### config.mk
export PLATFORM = sky130hd
export DESIGN_NAME = hreg_bridge
export DESIGN_NICKNAME = d
export VERILOG_FILES = /design/src/rtl/hreg_pkg.sv /design/src/rtl/hreg_bus_front.sv /design/src/rtl/hreg_slicer.sv /design/src/rtl/hreg_regfile.sv /design/src/rtl/hreg_bridge.sv
export SDC_FILE = /design/constraint.sdc
export NUM_CORES = 1
export LEC_CHECK = 0
export BUFFER_PORTS_ARGS = -buffer_cell sky130_fd_sc_hd__buf_2
export CELL_PAD_IN_SITES_DETAIL_PLACEMENT = 1
export CELL_PAD_IN_SITES_GLOBAL_PLACEMENT = 1
export CORE_UTILIZATION = 45
export DETAILED_ROUTE_END_ITERATION = 7
export PLACE_DENSITY_LB_ADDON = 0.25
export SLEW_MARGIN = 20
export SYNTH_ARGS = -nofsm -noshare
export SYNTH_HDL_FRONTEND = slang
export SYNTH_HIERARCHICAL = 1
export SYNTH_SLANG_ARGS = --single-unit
### constraint.sdc
create_clock -name clk -period 13.5 [get_ports clk]
set_input_delay 2.7 -clock clk [delete_from_list [all_inputs] [get_ports clk]]
set_output_delay 2.7 -clock clk [all_outputs]
set_load 0.02 [all_outputs]
### src/rtl/hreg_pkg.sv
package hreg_pkg;

    localparam int HA_W   = 15;
    localparam int HD_W   = 16;
    localparam int WORD_W = 32;

    typedef enum logic [1:0] {
        BS_IDLE,
        BS_WAIT,
        BS_ACK
    } bus_state_e;

    typedef struct packed {
        logic            is_wr;
        logic [HA_W-1:0] addr;
        logic [HD_W-1:0] wdata;
    } xfer_t;

    // slice number carried by the low address bits
    function automatic logic [1:0] slice_of(input logic [HA_W-1:0] a, input logic wide);
        logic [1:0] s;
        s = wide ? {1'b0, a[0]} : a[1:0];
        return s;
    endfunction

    // slice whose write commits the assembled word
    function automatic logic [1:0] last_slice(input logic wide);
        logic [1:0] s;
        s = wide ? 2'd1 : 2'd3;
        return s;
    endfunction

    // register index above the slice bits
    function automatic logic [HA_W-1:0] index_of(input logic [HA_W-1:0] a, input logic wide);
        logic [HA_W-1:0] i;
        i = wide ? {1'b0, a[HA_W-1:1]} : {2'b00, a[HA_W-1:2]};
        return i;
    endfunction

    // slice of a word as it appears on the host data bus
    function automatic logic [HD_W-1:0] pick_slice(input logic [WORD_W-1:0] w,
                                                   input logic [1:0] s, input logic wide);
        logic [HD_W-1:0] r;
        if (wide) begin
            r = s[0] ? w[31:16] : w[15:0];
        end else begin
            case (s)
                2'd0:    r = {8'h00, w[7:0]};
                2'd1:    r = {8'h00, w[15:8]};
                2'd2:    r = {8'h00, w[23:16]};
                default: r = {8'h00, w[31:24]};
            endcase
        end
        return r;
    endfunction

endpackage

### src/rtl/hreg_bus_front.sv
module hreg_bus_front
    import hreg_pkg::*;
#(
    parameter int MIN_LAT = 6,
    parameter int MAX_LAT = 22
) (
    input  logic            clk,
    input  logic            rst,
    input  logic            moto_mode,
    input  logic            cs_n,
    input  logic            wr_n,
    input  logic            rd_n,
    input  logic            ts_n,
    input  logic            rnw,
    input  logic [HA_W-1:0] addr,
    input  logic [HD_W-1:0] din,
    input  logic            acc_done,
    output xfer_t           xfer,
    output logic            start,
    output logic            acked,
    output logic            cur_wr,
    output logic            rdy,
    output logic            ack_n
);

    localparam int CNT_W = $clog2(MAX_LAT + 1);

    bus_state_e       state_q;
    logic [CNT_W-1:0] cnt_q;
    logic             req_v;

    always_comb begin
        xfer.addr  = addr;
        xfer.wdata = din;
        if (moto_mode) begin
            req_v      = !cs_n && !ts_n;
            xfer.is_wr = !rnw;
        end else begin
            req_v      = !cs_n && (!wr_n || !rd_n);
            xfer.is_wr = !wr_n;
        end
    end

    assign start = (state_q == BS_IDLE) && req_v;
    assign acked = (state_q == BS_ACK);
    assign rdy   = !moto_mode && acked;
    assign ack_n = !(moto_mode && acked);

    always_ff @(posedge clk) begin
        if (rst) begin
            state_q <= BS_IDLE;
            cnt_q   <= '0;
            cur_wr  <= 1'b0;
        end else begin
            case (state_q)
                BS_IDLE: begin
                    if (start) begin
                        state_q <= BS_WAIT;
                        cnt_q   <= CNT_W'(1);
                        cur_wr  <= xfer.is_wr;
                    end
                end
                BS_WAIT: begin
                    if ((cnt_q >= CNT_W'(MIN_LAT) && acc_done) || cnt_q >= CNT_W'(MAX_LAT))
                        state_q <= BS_ACK;
                    else
                        cnt_q <= cnt_q + CNT_W'(1);
                end
                BS_ACK: begin
                    if (cs_n) state_q <= BS_IDLE;
                end
                default: state_q <= BS_IDLE;
            endcase
        end
    end

    // the wait counter never passes the timeout limit
    p_ack_timeout_r5: assert property (@(posedge clk) disable iff (rst)
        (state_q == BS_WAIT) |-> (cnt_q <= CNT_W'(MAX_LAT)));

    // no acknowledge before the minimum latency
    p_ack_min_r5: assert property (@(posedge clk) disable iff (rst)
        (state_q == BS_WAIT && cnt_q < CNT_W'(MIN_LAT)) |=> (state_q != BS_ACK));

    // acknowledge held while selected, dropped once deselected
    p_ack_hold_r6: assert property (@(posedge clk) disable iff (rst)
        (state_q == BS_ACK && !cs_n) |=> (state_q == BS_ACK));
    p_ack_release_r6: assert property (@(posedge clk) disable iff (rst)
        (state_q == BS_ACK && cs_n) |=> (state_q == BS_IDLE));

    // the handshake of the unused style stays idle
    p_intel_quiet_r7: assert property (@(posedge clk) disable iff (rst)
        !moto_mode |-> ack_n);
    p_moto_quiet_r8: assert property (@(posedge clk) disable iff (rst)
        moto_mode |-> !rdy);

endmodule

### src/rtl/hreg_slicer.sv
module hreg_slicer
    import hreg_pkg::*;
(
    input  logic              clk,
    input  logic              rst,
    input  logic              wide,
    input  logic              start,
    input  xfer_t             xfer,
    input  logic [WORD_W-1:0] rf_rdata,
    output logic              commit_en,
    output logic [WORD_W-1:0] commit_word,
    output logic [HD_W-1:0]   rd_slice
);

    logic [23:0]       hold_q;
    logic [WORD_W-1:0] snap_q;
    logic [HD_W-1:0]   rd_q;
    logic [1:0]        s;
    logic              top;
    logic [WORD_W-1:0] src_word;

    assign s           = slice_of(xfer.addr, wide);
    assign top         = (s == last_slice(wide));
    assign commit_en   = start && xfer.is_wr && top;
    assign commit_word = wide ? {xfer.wdata, hold_q[15:0]}
                              : {xfer.wdata[7:0], hold_q[23:0]};
    assign src_word    = (s == 2'd0) ? rf_rdata : snap_q;
    assign rd_slice    = rd_q;

    always_ff @(posedge clk) begin
        if (rst) begin
            hold_q <= '0;
            snap_q <= '0;
            rd_q   <= '0;
        end else if (start) begin
            if (xfer.is_wr) begin
                if (!top) begin
                    if (wide) begin
                        hold_q[15:0] <= xfer.wdata;
                    end else begin
                        case (s)
                            2'd0:    hold_q[7:0]   <= xfer.wdata[7:0];
                            2'd1:    hold_q[15:8]  <= xfer.wdata[7:0];
                            default: hold_q[23:16] <= xfer.wdata[7:0];
                        endcase
                    end
                end
            end else begin
                if (s == 2'd0) snap_q <= rf_rdata;
                rd_q <= pick_slice(src_word, s, wide);
            end
        end
    end

    // reading a higher slice leaves the snapshot untouched
    p_snap_keep_r4: assert property (@(posedge clk) disable iff (rst)
        (start && !xfer.is_wr && s != 2'd0) |=> $stable(snap_q));

endmodule

### src/rtl/hreg_regfile.sv
module hreg_regfile
    import hreg_pkg::*;
#(
    parameter int NREGS   = 8,
    parameter int ACC_LAT = 2
) (
    input  logic              clk,
    input  logic              rst,
    input  logic              req,
    input  logic              wr_en,
    input  logic [HA_W-1:0]   idx,
    input  logic [WORD_W-1:0] wdata,
    input  logic [WORD_W-1:0] ev,
    output logic [WORD_W-1:0] rdata,
    output logic              done,
    output logic              irq
);

    localparam int IDX_W = (NREGS > 1) ? $clog2(NREGS) : 1;
    localparam int LAT_W = $clog2(ACC_LAT + 1);

    logic [WORD_W-1:0] regs_q [NREGS];
    logic [LAT_W-1:0]  lat_q;
    logic              in_range;

    assign in_range = (idx < HA_W'(NREGS));
    assign rdata    = in_range ? regs_q[idx[IDX_W-1:0]] : '0;
    assign done     = (lat_q == '0);
    assign irq      = |(regs_q[0] & regs_q[1]);

    always_ff @(posedge clk) begin
        if (rst) begin
            for (int k = 0; k < NREGS; k++) regs_q[k] <= '0;
        end else begin
            for (int k = 0; k < NREGS; k++) begin
                if (k == 0) begin
                    if (wr_en && idx == HA_W'(0))
                        regs_q[0] <= (regs_q[0] & ~wdata) | ev;
                    else
                        regs_q[0] <= regs_q[0] | ev;
                end else if (wr_en && idx == HA_W'(k)) begin
                    regs_q[k] <= wdata;
                end
            end
        end
    end

    always_ff @(posedge clk) begin
        if (rst)
            lat_q <= '0;
        else if (req)
            lat_q <= LAT_W'(ACC_LAT);
        else if (lat_q != '0)
            lat_q <= lat_q - LAT_W'(1);
    end

    // status changes only through a commit or an event
    p_status_quiet_r9: assert property (@(posedge clk) disable iff (rst)
        (!wr_en && ev == '0) |=> $stable(regs_q[0]));

    // without a commit no ordinary register moves
    for (genvar g = 1; g < NREGS; g++) begin : g_keep
        p_no_commit_r3: assert property (@(posedge clk) disable iff (rst)
            !wr_en |=> $stable(regs_q[g]));
    end

endmodule

### src/rtl/hreg_bridge.sv
module hreg_bridge
    import hreg_pkg::*;
#(
    parameter int NREGS   = 8,
    parameter int MIN_LAT = 6,
    parameter int MAX_LAT = 22,
    parameter int ACC_LAT = 2
) (
    input  logic        clk,
    input  logic        rst,
    input  logic        bus16,
    input  logic        moto_mode,
    input  logic        cs_n,
    input  logic [14:0] addr,
    input  logic        wr_n,
    input  logic        rd_n,
    input  logic        ts_n,
    input  logic        rnw,
    input  logic [15:0] din,
    output logic [15:0] dout,
    output logic        dout_oe,
    output logic        rdy,
    output logic        ack_n,
    input  logic [31:0] stat_ev,
    output logic        irq
);

    xfer_t             xfer;
    logic              start;
    logic              acked;
    logic              cur_wr;
    logic              acc_done;
    logic              commit_en;
    logic [WORD_W-1:0] commit_word;
    logic [WORD_W-1:0] rf_rdata;
    logic [HD_W-1:0]   rd_slice;

    hreg_bus_front #(
        .MIN_LAT (MIN_LAT),
        .MAX_LAT (MAX_LAT)
    ) u_front (
        .clk       (clk),
        .rst       (rst),
        .moto_mode (moto_mode),
        .cs_n      (cs_n),
        .wr_n      (wr_n),
        .rd_n      (rd_n),
        .ts_n      (ts_n),
        .rnw       (rnw),
        .addr      (addr),
        .din       (din),
        .acc_done  (acc_done),
        .xfer      (xfer),
        .start     (start),
        .acked     (acked),
        .cur_wr    (cur_wr),
        .rdy       (rdy),
        .ack_n     (ack_n)
    );

    hreg_slicer u_slicer (
        .clk         (clk),
        .rst         (rst),
        .wide        (bus16),
        .start       (start),
        .xfer        (xfer),
        .rf_rdata    (rf_rdata),
        .commit_en   (commit_en),
        .commit_word (commit_word),
        .rd_slice    (rd_slice)
    );

    hreg_regfile #(
        .NREGS   (NREGS),
        .ACC_LAT (ACC_LAT)
    ) u_regs (
        .clk   (clk),
        .rst   (rst),
        .req   (start),
        .wr_en (commit_en),
        .idx   (index_of(xfer.addr, bus16)),
        .wdata (commit_word),
        .ev    (stat_ev),
        .rdata (rf_rdata),
        .done  (acc_done),
        .irq   (irq)
    );

    assign dout_oe = acked && !cur_wr;
    assign dout    = dout_oe ? rd_slice : '0;

    // read data is only driven during an acknowledged read
    p_dout_quiet_r12: assert property (@(posedge clk) disable iff (rst)
        !acked |-> (dout == '0 && !dout_oe));

endmodule

Word-level counts from Yosys, hierarchy flattened:

Memories as Yosys holds them, arrays and structs flattened.
Index checks and enable logic that the tools add are counted.

* bitwise gates (word level): 18
* reductions and logical operators: 46
* $lt $le $gt $ge: 3
* $add $sub $neg: 2
* mux-type cells: 62
* equality and inequality tests: 16

Operator list (number)
* $mux 32: 12
* $and 32x32->32: 2
* $mux 16: 4
* $or 32x32->32: 2
* $eq 14x3->1 const B: 4
* $not 32->32: 1
* $reduce_or 32->1: 1
* $mux 1: 31
* $eq 14x2->1 const B: 2
* $pmux 8 s3: 1
* $logic_and 1x1->1: 17
* $mux 8: 2
* $logic_not 15->1: 1
* $eq 14x1->1 const B: 1
* $lt 14x4->1 const B: 1
* $mux 14: 1
* $mux 2: 7
* $mux 5: 2
* $pmux 5 s2: 1
* $reduce_bool 2->1: 5
* $or 1x1->1: 9
* $logic_not 1->1: 8
* $reduce_and 4->1: 2
* $logic_not 2->1: 3
* 16 further kinds: 27

* input port bits: 72
* bits in writable memories: 256
* output and inout port bits: 20
* memories kept: 1
* register bits: 82

Memory list
* u_regs.regs_q: words 8, bits a word 32, rd ports 3, clocked after memory_dff 0, wr ports 8, line hreg_regfile.sv:22 `logic [WORD_W-1:0] regs_q [NREGS];`

Longest topological paths before layout:

* word-level depth: 13
* depth in mapped cells: 10
* gate-level depth less buffers: 8

Cells and area by module:

Netlist, hierarchy kept.

By module, submodules not included
* hreg_regfile: times used 1, seq. area each 7727.4 sq um, area an instance 11584.9 sq um, cells an instance 782
* hreg_slicer: times used 1, seq. area each 1281.2 sq um, area an instance 3352.0 sq um, cells an instance 379
* hreg_bus_front: times used 1, seq. area each 160.2 sq um, area an instance 676.9 sq um, cells an instance 79
* hreg_bridge: times used 1, seq. area each 0.0 sq um, area an instance 324.1 sq um, cells an instance 35

Worst setup path after synthesis:

Ideal clock, no wire load.

* path type: input -> register
* start point: input cs_n
* end point: memory u_regs.regs_q[4][0], enable pin
* setup time: 0.394 ns
* arrival time: 5.790 ns
* stages on the path: 9
* path slack: 7.316 ns
* data required time: 13.106 ns
* path through: or3_1 -> a221oi_4 -> nand2_1 -> clkbuf_1 -> nor3_1 -> nor2b_1 -> or4b_1 -> buf_6 -> nand2b_1

RTL lines
* from (decl): line hreg_bridge.sv:13 `input logic cs_n,`
* to (decl): line hreg_regfile.sv:22

==> flow_metrics.tcl <==
set metrics [dict create \
    status "finished clean" \
    worstSkewPairLatency_ns 0.54 \
    slew-limit-headroom 0.291 \
    seq_area_sq_um 9170 \
    antenna_left 0 \
    grt_max_degree 63 \
    setup_viol 0 \
    grtUsageTotal 0.262 \
    rsz0062_at_grt "no" \
    tightest_slew_ns 1.06 \
    final_max_slew_viol_count 0 \
    drc_errors 0 \
    crit_type "input pin to register" \
    synth.top_cell.area_share 0.482 \
    drtPass1Iterations 5 \
    drt-wirelength-per-cell_um 26.1 \
    tritoncts "yes" \
    finish.instance_area_sq_um 17600 \
    via_count 10800 \
    clock-sinks 330 \
    hp-class "register to register" \
    synth_edf_count 256 \
    max_freq_mhz 150 \
    arrival_ns 6.92 \
    grt_antenna_before_repair 1 \
    cp-start-kind "input pin" \
    start_util 0.459 \
    nets 1373 \
    post_cts_resized 0 \
    cts_buffer_depth 3 \
    cts_max_level 2 \
    ir_worst_vdd_v 0.0000766 \
    path_delay_family "simple AND/OR/NAND/NOR gates" \
    finClkSkew_ns 0.0146 \
    die_area_sq_um 36200 \
    p_leak_nw 6.33 \
    clkPwrFrac 0.425 \
    yosys_warnings 6 \
    multiInputGateArea_sq_um 5870 \
    cts_buffers 38 \
    power.total_mw 2.33 \
    grt.overflow.total 0 \
    synth_cell_types 64 \
    grt_pass1_wl_um 70100 \
    powerDensity_nw_per_um2 133 \
    synth.area.top_cells "edfxtp_1 (48%), dfxtp_1 (9.3%), mux4_2 (9.0%), nor2_1 (5.0%), mux2_2 (2.7%)" \
    row_count 68 \
    fin_util 0.507 \
    gp_congestion 0.831 \
    intPower_mw 1.78 \
    dieWidth_um 190 \
    hpwl_um 31400 \
    grt_pass1_vias 11100 \
    synth-seq-cells 330 \
    syn_area_per_cell_sq_um 12.5 \
    cts_hold_buf 0 \
    required_ns 13.76 \
    drv_cap 0 \
    drt_iter0_markers 899 \
    io_pins 92 \
    swShare 0.237 \
    worst_path_max_delay_cell "nand4_1" \
    critical_path_peak_fanout 22 \
    portBuffers 91 \
    postCtsSetupRepairBufs 0 \
    final_common_cell "edfxtp_1" \
    ys_seq_area_frac 0.575 \
    switchingPower_mw 0.552 \
    finalCritPeriodShare 0.494 \
    min_period_ns 6.66 \
    coreArea_sq_um 34700 \
    combinationalPowerShare 0.080 \
    routed_wl_um 46600 \
    finalSetupTns_ns 0 \
    path_buf_inv 2 \
    layout_common_cells "edfxtp_1 (256), nor2_1 (209), buf_2 (90)" \
    viasPerCell 6.04 \
    endpoint_kind "register" \
    ys.flop_type "edfxtp_1" \
    num_antenna_cells 0 \
    placed_area_sq_um 16400 \
    finalHoldWorstSlack_ns 0.456 \
    synth.largest_area_cell "edfxtp_1" \
    drive_above_1_share 0.218 \
    clkTransAtPathRegs_ns 0.06 \
    die_h_um 190 \
    slowest_delay_ns 0.71 \
    clock-root-buffer "clkbuf_16" \
    power_frac_seq 0.495 \
    crit_chain "buf_2 > or3_1 > a221oi_4 > nand2_1 > nor3_1 > nor4b_1 > nand4_1 > buf_4 > nor4b_1 > nor3_1" \
    fillers 3606 \
    finalHoldViolCount 0 \
    synthesis.area_sq_um 15900 \
    async_flop_share 0 \
    synthCells 1275 \
    syn2layout_area_growth_pct 10.4 \
]
==> cells by family after synthesis <==
kind of cell,count (synthesis),share of synthesized area
muxes,112,0.124
other,2,0.000471
buffers and inverters,205,0.0662
AOI/OAI and AO/OA,200,0.0920
adders and majority gates,2,0.00157
xor gates and xnor gates,1,0.000550
and+or+nand+nor,423,0.140
DFF,330,0.575
==> final cells by class <==
type	count	share of cell area
clock buffer	53	0.0611
clock inverter	16	0.00661
inverter	47	0.0100
multi-input combinational	771	0.334
sequential	330	0.521
tap	455	0.0323
timing repair buffer	111	0.0353
==> registers in the layout, summed over array words and instances (netlist names) <==
| register | count |
|---|---|
| u_front/cur_wr | 1 |
| u_slicer/hold_q | 24 |
| u_front/cnt_q | 5 |
| u_regs/regs_q | 256 |
| u_regs/lat_q | 2 |
| u_slicer/rd_slice | 16 |
| u_slicer/snap_q | 24 |
| u_front/state_q | 2 |
==> cells in the mapped netlist, types with 26 or more instances <==
master / instances
buf_2: 26
dfxtp_1: 74
nor3_1: 37
mux4_2: 64
a22o_1: 32
inv_1: 47
nor2_1: 211
edfxtp_1: 256
mux2_2: 38
o31ai_1: 40
buf_4: 47
clkbuf_1: 63
a21oi_1: 45
nand2b_1: 40
nor4b_1: 33
nand4_1: 37
==> power by group through the flow <==
stage | sequential, mW | combinational [mW] | clock [mW]
after floorplan | 1.16 | 0.137 | 0
after global placement | 1.17 | 0.181 | 0
after detailed placement | 1.18 | 0.185 | 0
after CTS | 1.16 | 0.186 | 1.01
after global routing | 1.16 | 0.201 | 1.04
final | 1.16 | 0.187 | 0.992
==> worst register-to-register path, delay by kind of cell (launching register included) <==
kind | cells | cell delay [ns]
compound gates | 1 | 0.56
buf+inv | 1 | 0.51
simple gates | 7 | 3.12
flops | 1 | 0.32
==> through the flow <==
step / setup WS [ns] / cells
after floorplan: 7.32 / 1306
after global placement: 6.66 / 1713
after detailed placement: 6.37 / 1713
after CTS: 6.94 / 1782
after global routing: 6.55 / 1783
final: 6.84 / 1783
==> metal layers <==
| layer | vias up | track usage | routed length, um |
|---|---|---|---|
| met1 | 5525 | 0.353 | 19900 |
| li1 | 4811 | - | - |
| met4 | 0 | 0.0908 | 1460 |
| met5 | - | 0 | 0 |
| met3 | 70 | 0.0529 | 3180 |
| met2 | 355 | 0.423 | 22100 |
==> worst paths after layout <==
check                                   startpoint              endpoint  slack [ns]  cells past startpoint
worst max-delay path                          cs_n  u_regs/regs_q[0][18]        6.84                     10
worst min-delay path               u_regs/lat_q[0]       u_regs/lat_q[0]        0.46                      1
worst max register to register  u_front/state_q[0]  u_regs/regs_q[0][18]        8.73                      9
worst min register to register     u_regs/lat_q[0]       u_regs/lat_q[0]        0.46                      1
Power figures use the tool's default switching activity.
